<file path="src/rtl/regcmd_pkg.sv">
package regcmd_pkg;
  localparam int ADDR_W     = 16;
  localparam int DATA_W     = 32;
  localparam int DATA_BYTES = DATA_W / 8;

  localparam logic [7:0] CMD_SOF  = 8'h55;
  localparam logic [7:0] CMD_EOF  = 8'hAA;
  localparam logic [7:0] OP_READ  = 8'h10;
  localparam logic [7:0] OP_WRITE = 8'h11;
  localparam logic [7:0] OP_RESET = 8'h01;

  localparam logic [7:0] RSP_SOF  = 8'hAA;
  localparam logic [7:0] RSP_EOF  = 8'h55;
  localparam logic [7:0] ST_READ  = 8'h7F;
  localparam logic [7:0] ST_WRITE = 8'h7E;
  localparam logic [7:0] ST_RESET = 8'h7D;
  localparam logic [7:0] ST_UNK   = 8'hFE;
  localparam logic [7:0] ST_BAD   = 8'hFD;

  typedef enum logic [2:0] {
    RK_READ, RK_WRITE, RK_RESET, RK_UNKNOWN, RK_BADEND
  } rsp_kind_e;

  typedef struct packed {
    rsp_kind_e         kind;
    logic [7:0]        op;
    logic [ADDR_W-1:0] addr;
    logic [DATA_W-1:0] data;
  } rsp_t;
endpackage

</file>
<file path="src/rtl/regcmd_parser.sv">
module regcmd_parser
  import regcmd_pkg::*;
(
  input  logic              clk,
  input  logic              rst_n,
  input  logic              in_valid,
  input  logic [7:0]        in_data,
  output logic              in_ready,
  output logic              bus_cs,
  output logic              bus_we,
  output logic [ADDR_W-1:0] bus_addr,
  output logic [DATA_W-1:0] bus_wdata,
  input  logic [DATA_W-1:0] bus_rdata,
  output logic              core_rst,
  output logic              rsp_load,
  output rsp_t              rsp,
  input  logic              rsp_busy
);
  localparam int CNT_W = (DATA_BYTES > 1) ? $clog2(DATA_BYTES) : 1;

  typedef enum logic [3:0] {
    P_IDLE, P_OP, P_AHI, P_ALO, P_DATA, P_TAIL, P_ACCESS, P_SETTLE, P_REPLY
  } pstate_e;

  pstate_e           state;
  rsp_kind_e         kind;
  logic [7:0]        op;
  logic [ADDR_W-1:0] addr;
  logic [DATA_W-1:0] wdata;
  logic [CNT_W-1:0]  cnt;
  logic              accept;

  assign in_ready = (state == P_IDLE) || (state == P_OP) || (state == P_AHI) ||
                    (state == P_ALO) || (state == P_DATA) || (state == P_TAIL);
  assign accept   = in_valid && in_ready;

  always_ff @(posedge clk or negedge rst_n) begin
    if (!rst_n) begin
      state <= P_IDLE;
      kind  <= RK_READ;
      op    <= '0;
      addr  <= '0;
      wdata <= '0;
      cnt   <= '0;
    end else begin
      case (state)
        P_IDLE: if (accept && in_data == CMD_SOF) state <= P_OP;
        P_OP: if (accept) begin
          op <= in_data;
          if (in_data == OP_READ || in_data == OP_WRITE) state <= P_AHI;
          else if (in_data == OP_RESET) state <= P_TAIL;
          else begin
            kind  <= RK_UNKNOWN;
            state <= P_SETTLE;
          end
        end
        P_AHI: if (accept) begin
          addr[ADDR_W-1:8] <= in_data;
          state <= P_ALO;
        end
        P_ALO: if (accept) begin
          addr[7:0] <= in_data;
          cnt       <= '0;
          state     <= (op == OP_WRITE) ? P_DATA : P_TAIL;
        end
        P_DATA: if (accept) begin
          wdata <= {wdata[DATA_W-9:0], in_data};
          cnt   <= cnt + 1'b1;
          if (cnt == CNT_W'(DATA_BYTES - 1)) state <= P_TAIL;
        end
        P_TAIL: if (accept) begin
          if (in_data == CMD_EOF) begin
            kind  <= (op == OP_READ) ? RK_READ : (op == OP_WRITE) ? RK_WRITE : RK_RESET;
            state <= P_ACCESS;
          end else begin
            kind  <= RK_BADEND;
            state <= P_SETTLE;
          end
        end
        P_ACCESS: state <= P_SETTLE;
        P_SETTLE: state <= P_REPLY;
        P_REPLY:  if (!rsp_busy) state <= P_IDLE;
        default:  state <= P_IDLE;
      endcase
    end
  end

  assign bus_cs    = (state == P_ACCESS) && (kind == RK_READ || kind == RK_WRITE);
  assign bus_we    = (kind == RK_WRITE);
  assign bus_addr  = addr;
  assign bus_wdata = wdata;
  assign core_rst  = (state == P_ACCESS) && (kind == RK_RESET);

  assign rsp_load  = (state == P_SETTLE);
  assign rsp.kind  = kind;
  assign rsp.op    = op;
  assign rsp.addr  = addr;
  assign rsp.data  = bus_rdata;

  AST_CS_SINGLE: assert property (@(posedge clk) disable iff (!rst_n)
    bus_cs |=> !bus_cs);
  AST_RST_PULSE: assert property (@(posedge clk) disable iff (!rst_n)
    core_rst |=> !core_rst);
  AST_BADEND_QUIET: assert property (@(posedge clk) disable iff (!rst_n)
    (state == P_TAIL && accept && in_data != CMD_EOF) |=> (!bus_cs && !core_rst));
  AST_IDLE_DISCARD: assert property (@(posedge clk) disable iff (!rst_n)
    (state == P_IDLE && accept && in_data != CMD_SOF) |=> (in_ready && !bus_cs));
endmodule

</file>
<file path="src/rtl/regcmd_tx.sv">
module regcmd_tx
  import regcmd_pkg::*;
(
  input  logic       clk,
  input  logic       rst_n,
  input  logic       rsp_load,
  input  rsp_t       rsp,
  output logic       busy,
  output logic       out_valid,
  output logic [7:0] out_data,
  input  logic       out_ready
);
  localparam int IDX_W = $clog2(DATA_BYTES + 6);

  rsp_t             held;
  logic [IDX_W-1:0] idx;
  logic [IDX_W-1:0] last;
  logic             active;

  always_comb begin
    case (held.kind)
      RK_READ:  last = IDX_W'(DATA_BYTES + 4);
      RK_WRITE: last = IDX_W'(4);
      RK_RESET: last = IDX_W'(2);
      default:  last = IDX_W'(3);
    endcase
  end

  always_comb begin
    int k;
    k = int'(idx) - 4;
    if (idx == '0) out_data = RSP_SOF;
    else if (idx == last) out_data = RSP_EOF;
    else if (idx == IDX_W'(1)) begin
      case (held.kind)
        RK_READ:    out_data = ST_READ;
        RK_WRITE:   out_data = ST_WRITE;
        RK_RESET:   out_data = ST_RESET;
        RK_UNKNOWN: out_data = ST_UNK;
        default:    out_data = ST_BAD;
      endcase
    end else if (held.kind == RK_UNKNOWN || held.kind == RK_BADEND) out_data = held.op;
    else if (idx == IDX_W'(2)) out_data = held.addr[ADDR_W-1:8];
    else if (idx == IDX_W'(3)) out_data = held.addr[7:0];
    else out_data = 8'(held.data >> (8 * (DATA_BYTES - 1 - k)));
  end

  always_ff @(posedge clk or negedge rst_n) begin
    if (!rst_n) begin
      held   <= '0;
      idx    <= '0;
      active <= 1'b0;
    end else if (rsp_load && !active) begin
      held   <= rsp;
      idx    <= '0;
      active <= 1'b1;
    end else if (active && out_ready) begin
      if (idx == last) active <= 1'b0;
      else idx <= idx + 1'b1;
    end
  end

  assign out_valid = active;
  assign busy      = active;

  AST_OUT_HOLD: assert property (@(posedge clk) disable iff (!rst_n)
    (out_valid && !out_ready) |=> (out_valid && $stable(out_data)));
  AST_FRAME_HEAD: assert property (@(posedge clk) disable iff (!rst_n)
    $rose(out_valid) |-> (out_data == RSP_SOF));
endmodule

</file>
<file path="src/rtl/regcmd_bridge.sv">
module regcmd_bridge
  import regcmd_pkg::*;
(
  input  logic              clk,
  input  logic              rst_n,
  input  logic              in_valid,
  input  logic [7:0]        in_data,
  output logic              in_ready,
  output logic              out_valid,
  output logic [7:0]        out_data,
  input  logic              out_ready,
  output logic              bus_cs,
  output logic              bus_we,
  output logic [ADDR_W-1:0] bus_addr,
  output logic [DATA_W-1:0] bus_wdata,
  input  logic [DATA_W-1:0] bus_rdata,
  output logic              core_rst
);
  logic rsp_load;
  logic rsp_busy;
  rsp_t rsp;

  regcmd_parser u_parser (
    .clk(clk), .rst_n(rst_n),
    .in_valid(in_valid), .in_data(in_data), .in_ready(in_ready),
    .bus_cs(bus_cs), .bus_we(bus_we), .bus_addr(bus_addr),
    .bus_wdata(bus_wdata), .bus_rdata(bus_rdata), .core_rst(core_rst),
    .rsp_load(rsp_load), .rsp(rsp), .rsp_busy(rsp_busy)
  );

  regcmd_tx u_tx (
    .clk(clk), .rst_n(rst_n),
    .rsp_load(rsp_load), .rsp(rsp), .busy(rsp_busy),
    .out_valid(out_valid), .out_data(out_data), .out_ready(out_ready)
  );

  AST_BUSY_BLOCKS_INPUT: assert property (@(posedge clk) disable iff (!rst_n)
    out_valid |-> !in_ready);
  AST_STROBE_EXCLUSIVE: assert property (@(posedge clk) disable iff (!rst_n)
    !(bus_cs && core_rst));
endmodule

</file>
<file path="config.mk">
export PLATFORM = sky130hd
export DESIGN_NAME = regcmd_bridge
export DESIGN_NICKNAME = d
export VERILOG_FILES = /design/src/rtl/regcmd_pkg.sv /design/src/rtl/regcmd_parser.sv /design/src/rtl/regcmd_tx.sv /design/src/rtl/regcmd_bridge.sv
export SDC_FILE = /design/constraint.sdc
export NUM_CORES = 1
export LEC_CHECK = 0
export ABC_CLOCK_PERIOD_IN_PS = 2400
export BUFFER_PORTS_ARGS = -buffer_cell sky130_fd_sc_hd__buf_4
export CAP_MARGIN = 20
export CELL_PAD_IN_SITES_DETAIL_PLACEMENT = 0
export CELL_PAD_IN_SITES_GLOBAL_PLACEMENT = 1
export CORE_ASPECT_RATIO = 2
export CORE_MARGIN = 10
export CORE_UTILIZATION = 40
export CTS_CLUSTER_DIAMETER = 150
export DETAILED_ROUTE_END_ITERATION = 16
export PLACE_DENSITY = 0.72
export RECOVER_POWER = 100
export SYNTH_ARGS = -nofsm -noshare
export SYNTH_HDL_FRONTEND = slang
export SYNTH_SLANG_ARGS = --single-unit
</file>
<file path="constraint.sdc">
create_clock -name clk -period 2.4 [get_ports clk]
set_input_delay 0.36 -clock clk [delete_from_list [all_inputs] [get_ports clk]]
set_output_delay 0.36 -clock clk [all_outputs]
set_load 0.02 [all_outputs]
</file>
==> flow_summary.yaml, run 1 <==
run_status:
  status: "finished, violations left"
  violations: "setup timing"
synthesis:
  synth.avg_cell_area_um2: 10.2
  synth-async-reset-ratio_pct: 100
  ys_warn_count: 0
  synth_nets: 656
  seq_area_frac_synth_pct: 52.3
  synth_area_leaders: "dfrtp_1 52%, nand2_1 12%, mux2_2 7.5%"
  synth.area.mux_share_pct: 14.3
  synth.largest_area_cell: "dfrtp_1"
  synth_area_mm2: 0.00617
  synth-xor-area-share_pct: 0.142
  synth_top_family_by_area: "simple AND/OR/NAND/NOR gates"
  synth_seq_cells: 129
  synth_edf_count: 0
  synth-adder-area-share_pct: 1.82
  synth_compound_area_share_pct: 7.68
  synth_cells: 603
  synth_top_area_share_pct: 52.3
  synthSimpleGateAreaFrac_pct: 19.0
  synth_ff_type: "dfrtp_1"
  synth_cell_types: 58
sta:
  hold_ws_ns: 0.122
  slew_headroom_pct: 22.8
  setup_slack_ns: -0.277
  tightest_slew_ns: 1.16
  rsz0062_at_grt: "yes"
  skew_ns: 0.0109
  fin_crit_ns: 2.68
  drv_slew: 0
  fin_crit_sh_pct: 112
  max_freq_mhz: 374
  finalHoldViolations: 0
  setup_violations: 8
critical_path:
  start_kind: "flop"
  worstSetupPathType: "flop to output pin"
  cp_cell_sequence: "inv_2 > ha_4 > inv_2 > ha_4 > and3_4 > and2_4 > a22oi_1 > o31a_1 > o21ai_2 > buf_6"
  crit_fanout: 6
  max_stage_delay_ns: 0.45
  cp_slowest_cell: "dfrtp_2"
  crit_required_ns: 2.04
  crit_arrival_ns: 2.32
  endpoint_kind: "output pin"
  crit_buf_inv: 3
  cp_top_family: "compound AO/OA/AOI/OAI gates"
power:
  p_leak_nw: 3.63
  p_int_w: 0.00688
  ir_worst_vdd_v: 0.000689
  pwr-share-comb_pct: 43.9
  power_frac_seq_pct: 34.5
  clkPwrFrac_pct: 21.6
  power_density_mw_per_mm2: 1510
  sw_frac_of_total_pct: 40.7
  power_w: 0.0116
  switchingPower_w: 0.00472
drt:
  ant_nets: 0
  num_vias: 4693
  drc_errors: 0
  wire_per_inst_um: 18.3
  via_per_inst: 5.12
  first_iter_violations: 176
  dr.pass1.iters: 4
  finalWirelength_mm: 16.8
grt:
  grt_pass1_vias: 5085
  antenna_found_initial: 0
  grt_pass1_wl_mm: 27.0
  grt_max_degree: 49
  grt_overflow: 0
  grtUsageTotal_pct: 16.4
clock_network:
  insertion_delay_ns: 0.42
  clock-root-buffer: "clkbuf_16"
  cts_tree: "built"
  path_clk_slew_ns: 0.07
  h-tree-depth: 4
  clock_sinks: 129
  numCtsBuffers: 17
  cts_max_path_buffers: 2
floorplan:
  chipHeight_um: 196
  rows: 64
  ioPinCount: 105
  core_mm2: 0.0152
  dieArea_mm2: 0.0211
  die-width_um: 108
  initial_core_util_pct: 40.6
run:
  cap_violations: 0
cells_and_area:
  layout-drive-gt1-share_pct: 27.4
  final_nets: 758
  finalNonFillerCells: 916
  fill_cells: 1474
  multiInputGateArea_mm2: 0.00277
  finish.utilization_pct: 50.4
  antenna_cells: 0
  area_growth_pct: 24.2
  final-seq-area_mm2: 0.00323
placed_design:
  dp_hpwl_mm: 12.7
  port_buffers: 104
  place.gp.congestion: 0.844
  detailedPlace.worstSlack_ns: -0.0296
  dp.cells: 879
worst_hold_path:
  hold_class: "primary input to flop"
[worst min-delay path: stages]
cell,delay (ns)
buf_4,0.07
nand2_1,0.04
nand2_1,0.04
[synthesized netlist by cell type, types with 3 or more instances]
| master | count |
|---|---|
| a211oi_1 | 3 |
| a21o_1 | 7 |
| a21oi_1 | 11 |
| a22o_1 | 3 |
| a22oi_1 | 3 |
| a31oi_1 | 6 |
| and2_1 | 5 |
| buf_2 | 7 |
| buf_4 | 16 |
| clkbuf_1 | 25 |
| dfrtp_1 | 129 |
| ha_1 | 9 |
| inv_1 | 8 |
| mux2_1 | 11 |
| mux2_2 | 41 |
| mux2_4 | 7 |
| mux4_2 | 8 |
| nand2_1 | 201 |
| nand2b_1 | 5 |
| nand3_1 | 10 |
| nand4_1 | 3 |
| nor2_1 | 16 |
| nor2b_1 | 5 |
| nor3_1 | 4 |
| nor4_1 | 3 |
| o211ai_1 | 7 |
| o21ai_0 | 10 |
| o21ai_1 | 3 |
| or3_1 | 4 |
[cell families (layout without fill, tap and decap cells)]
logic type,Yosys count,after routing
flip-flops,129,129
AO/OA/AOI/OAI,68,68
multiplexers,68,68
XOR/XNOR,1,1
AND/OR/NAND/NOR,270,270
buffers and inverters,58,173
adder cells (fa/ha/maj),9,9
[flip-flops by register name, indices dropped and copies added, names as in the netlist]
name,flops
u_tx.held,59
u_parser.bus_wdata,32
u_parser.bus_addr,16
u_parser.op,8
u_parser.state,4
u_tx.idx,4
u_parser.kind,3
u_parser.cnt,2
u_tx.busy,1
[metrics by stage]
stage / instance area (µm²) / setup TNS [ns]
2_1_floorplan: 6210 / -0.0323
3_3_place_gp: 7220 / 0
3_5_place_dp: 7220 / -0.0422
4_1_cts: 7920 / -1.99
5_1_grt: 7660 / -3.31
6_report: 7660 / -1.89
[path summary, 6_finish.rpt]
path	from	endpoint	slack (ns)	depth (start not counted)
hold reg to reg	u_tx.held[10]$_DFFE_PN0P_	u_tx.held[10]$_DFFE_PN0P_	0.47	2
setup / recovery	u_tx.idx[2]$_DFFE_PN0P_	out_data[5]	-0.28	10
max in group asynchronous	rst_n	u_parser.bus_wdata[15]$_DFFE_PN0P_	0.36	3
min in group asynchronous	rst_n	u_tx.held[20]$_DFFE_PN0P_	0.68	2
setup reg to reg	u_parser.state[2]$_DFFE_PN0P_	u_parser.bus_addr[0]$_DFFE_PN0P_	0.08	6
hold / removal	bus_rdata[4]	u_tx.held[4]$_DFFE_PN0P_	0.12	3
[repair_timing]
action                                  in CTS  in global routing
endpoints found under the setup margin       8                  8
endpoints found under the hold margin       25                  0
resized for setup                           27                  6
hold buffers                                 1                  0
pin swaps                                    8                  9
buffers inserted                             2                  2
[routing by layer]
| layer | up-vias | wire length, µm | GRT usage (%) |
|---|---|---|---|
| li1 | 2249 | - | - |
| met1 | 2320 | 6190 | 16.2 |
| met2 | 102 | 9340 | 30.0 |
| met3 | 22 | 825 | 4.92 |
| met4 | 0 | 437 | 7.31 |
| met5 | - | 0 | 0 |
[power groups by stage]
stage / Sequential, W / Clock [W] / Combinational (W)
3_5_place_dp: 0.00404 / 0 / 0.00529
6_report: 0.00401 / 0.00250 / 0.00509
5_1_grt: 0.00414 / 0.00265 / 0.00558
2_1_floorplan: 0.00402 / 0 / 0.00329
4_1_cts: 0.00402 / 0.00255 / 0.00549
3_3_place_gp: 0.00398 / 0 / 0.00520
[placed cells by master (no fill, tap or decap), drive strengths merged, types with 4 or more instances in the layout]
cell type,count
a21o,7
a21oi,11
a31oi,6
and2,5
buf,72
clkbuf,78
clkinvlp,4
dfrtp,129
ha,9
inv,17
mux2,59
mux4,8
nand2,201
nand2b,5
nand3,10
nor2,17
nor2b,5
nor3,6
o211ai,7
o21ai,13
or3,4
[layout make-up]
type | count | area share, %
clock buffers | 18 | 5.60
repair buffers | 133 | 10.6
flip-flops and latches | 129 | 42.2
multi-input cells | 416 | 36.1
inverters | 8 | 0.392
clock inverters | 14 | 1.85
well taps | 198 | 3.23
Power figures use the tool's default switching activity.
==> run 2: changes to the inputs <==
- CELL_PAD_IN_SITES_DETAIL_PLACEMENT: 0 -> 1
==> run 2 against run 1 <==
Effect of this change: the run still ends with setup timing left; global-route usage up 2.1 points; sequential share of layout area down 0.86 points; combinational power up 5.3%; cell count up 0.55%; count of clock-buffer cells in the layout down 1; critical endpoint is now out_data[0]; clock power up 8.8%.
==> flow_summary.yaml, run 2 (same netlist as run 1, synthesis figures left out) <==
cells_and_area:
  area_growth_pct: 26.8
  antenna_cells: 0
  fill_cells: 1738
  final_nets: 763
  layout_commonest_cell: "nand2_1"
  regMostFlops: "u_tx.held"
  final_cell_mix: "200 x nand2_1, 124 x dfrtp_1, 72 x buf_4, 53 x clkbuf_1, 40 x mux2_2"
  final-seq-area_mm2: 0.00323
  largest_register_ffs: 59
  multiInputGateArea_mm2: 0.00283
  layout-drive-gt1-share_pct: 30.0
worst_hold_path:
  hold_class: "primary input to flop"
  holdPathStages: 3
  hp-start: "bus_rdata[4]"
  hold_path_end: "u_tx.held[4]$_DFFE_PN0P_"
clock_network:
  clock_sinks: 129
  path_clk_slew_ns: 0.06
  cts_max_path_buffers: 2
  clock-root-buffer: "clkbuf_16"
  h-tree-depth: 4
  cts_tree: "built"
  insertion_delay_ns: 0.43
  numCtsBuffers: 17
critical_path:
  worstSetupPathType: "flop to output pin"
  crit_fanout: 3
  r2r_slack_ns: 0.06
  crit_required_ns: 2.04
  start_kind: "flop"
  r2r-end: "u_parser.bus_addr[0]$_DFFE_PN0P_"
  crit_arrival_ns: 2.35
  r2r_start: "u_parser.state[2]$_DFFE_PN0P_"
  endpoint_kind: "output pin"
  r2r_cells: 6
placed_design:
  place.gp.congestion: 0.844
  dp_hpwl_mm: 13.8
  detailedPlace.worstSlack_ns: -0.0390
  port_buffers: 104
drt:
  first_iter_violations: 125
  via_per_inst: 5.24
  wire_per_inst_um: 20.2
  drc_errors: 0
  dr.pass1.iters: 4
  ant_nets: 0
  finalWirelength_mm: 18.6
  num_vias: 4825
run:
  cap_violations: 0
sta:
  setup_violations: 8
  drv_slew: 0
  finalHoldViolations: 0
  setup_slack_ns: -0.312
  hold_ws_ns: 0.120
  fin_crit_sh_pct: 113
  fin_crit_ns: 2.71
  tightest_slew_ns: 1.25
  slew_headroom_pct: 16.6
  rsz0062_at_grt: "yes"
  skew_ns: 0.00957
  max_freq_mhz: 369
power:
  switchingPower_w: 0.00496
  sw_frac_of_total_pct: 40.8
  clkPwrFrac_pct: 22.4
  p_leak_nw: 3.70
  power_density_mw_per_mm2: 1550
  power_frac_seq_pct: 33.4
  pwr-share-comb_pct: 44.2
  ir_worst_vdd_v: 0.000721
  p_int_w: 0.00718
grt:
  antenna_found_initial: 0
  grt_overflow: 0
  grt_pass1_vias: 5441
  grt_max_degree: 49
  grt_pass1_wl_mm: 30.1
  grtUsageTotal_pct: 18.5
floorplan:
  ioPinCount: 105
  chipHeight_um: 196
  dieArea_mm2: 0.0211
  core_mm2: 0.0152
  rows: 64
  initial_core_util_pct: 40.6
  die-width_um: 108
run_status:
  violations: "setup timing"
  status: "finished, violations left"
[run 2: through the flow]
step	setup TNS [ns]	total power, W	instance area [µm²]	utilization [%]	std cells
finish	-2.15	0.0121	7830	51.4	921
global route	-3.95	0.0129	7830	51.4	921
CTS	-2.11	0.0125	7970	52.4	918
detailed placement	-0.127	0.00944	7220	47.5	879
global placement	0	0.00918	7220	47.5	879
floorplan	-0.0323	0.00732	6210	-	603
[run 2: layout make-up]
type	instances	share of cell area (%)
Sequential cell	129	41.3
Multi-Input combinational cell	416	36.2
Timing Repair Buffer	138	11.0
Clock buffer	17	5.44
Tap cell	198	3.17
Clock inverter	15	2.54
Inverter	8	0.384
[run 2: metal layers]
metal	global-route usage [%]	vias up	routed length, µm
li1	-	2246	-
met1	17.6	2428	6490
met2	34.3	121	10700
met3	5.78	30	958
met4	8.36	0	488
met5	0	-	0
[run 2: worst max-delay path, stage by stage, from the launching register on]
cell and delay, ns:
dfrtp_2 0.45, inv_2 0.10, ha_4 0.13, inv_2 0.04, ha_4 0.24, and3_4 0.18, buf_4 0.11, nand3_1 0.08
nand4_1 0.12, o2111ai_2 0.14, a21oi_2 0.18, buf_4 0.16
[run 2: what timing repair did]
action / in CTS / in global routing
buffers inserted: 6 / 3
resized for setup: 25 / 21
setup endpoints to repair: 8 / 8
pin swaps: 6 / 11
endpoints found under the hold margin: 40 / 0
hold buffers: 1 / 0
[run 2: power groups by stage]
stage | logic (W) | clock network [W] | registers (W)
final | 0.00536 | 0.00272 | 0.00405
after global placement | 0.00520 | 0 | 0.00398
after detailed placement | 0.00537 | 0 | 0.00407
after CTS | 0.00561 | 0.00279 | 0.00406
after global routing | 0.00587 | 0.00287 | 0.00420
after floorplan | 0.00329 | 0 | 0.00402
[run 2: worst max path at each step]
stage	startpoint	end	slack, ns
final	u_tx.idx[2]$_DFFE_PN0P_	out_data[0]	-0.31
after global routing	u_tx.idx[2]$_DFFE_PN0P_	out_data[3]	-0.41
after CTS	u_tx.idx[3]$_DFFE_PN0P_	out_data[2]	-0.32
after detailed placement	u_tx.idx[2]$_DFFE_PN0P_	out_data[2]	-0.04
after global placement	u_tx.idx[2]$_DFFE_PN0P_	out_data[3]	0.03
after floorplan	u_tx.idx[2]$_DFFE_PN0P_	out_data[3]	-0.03
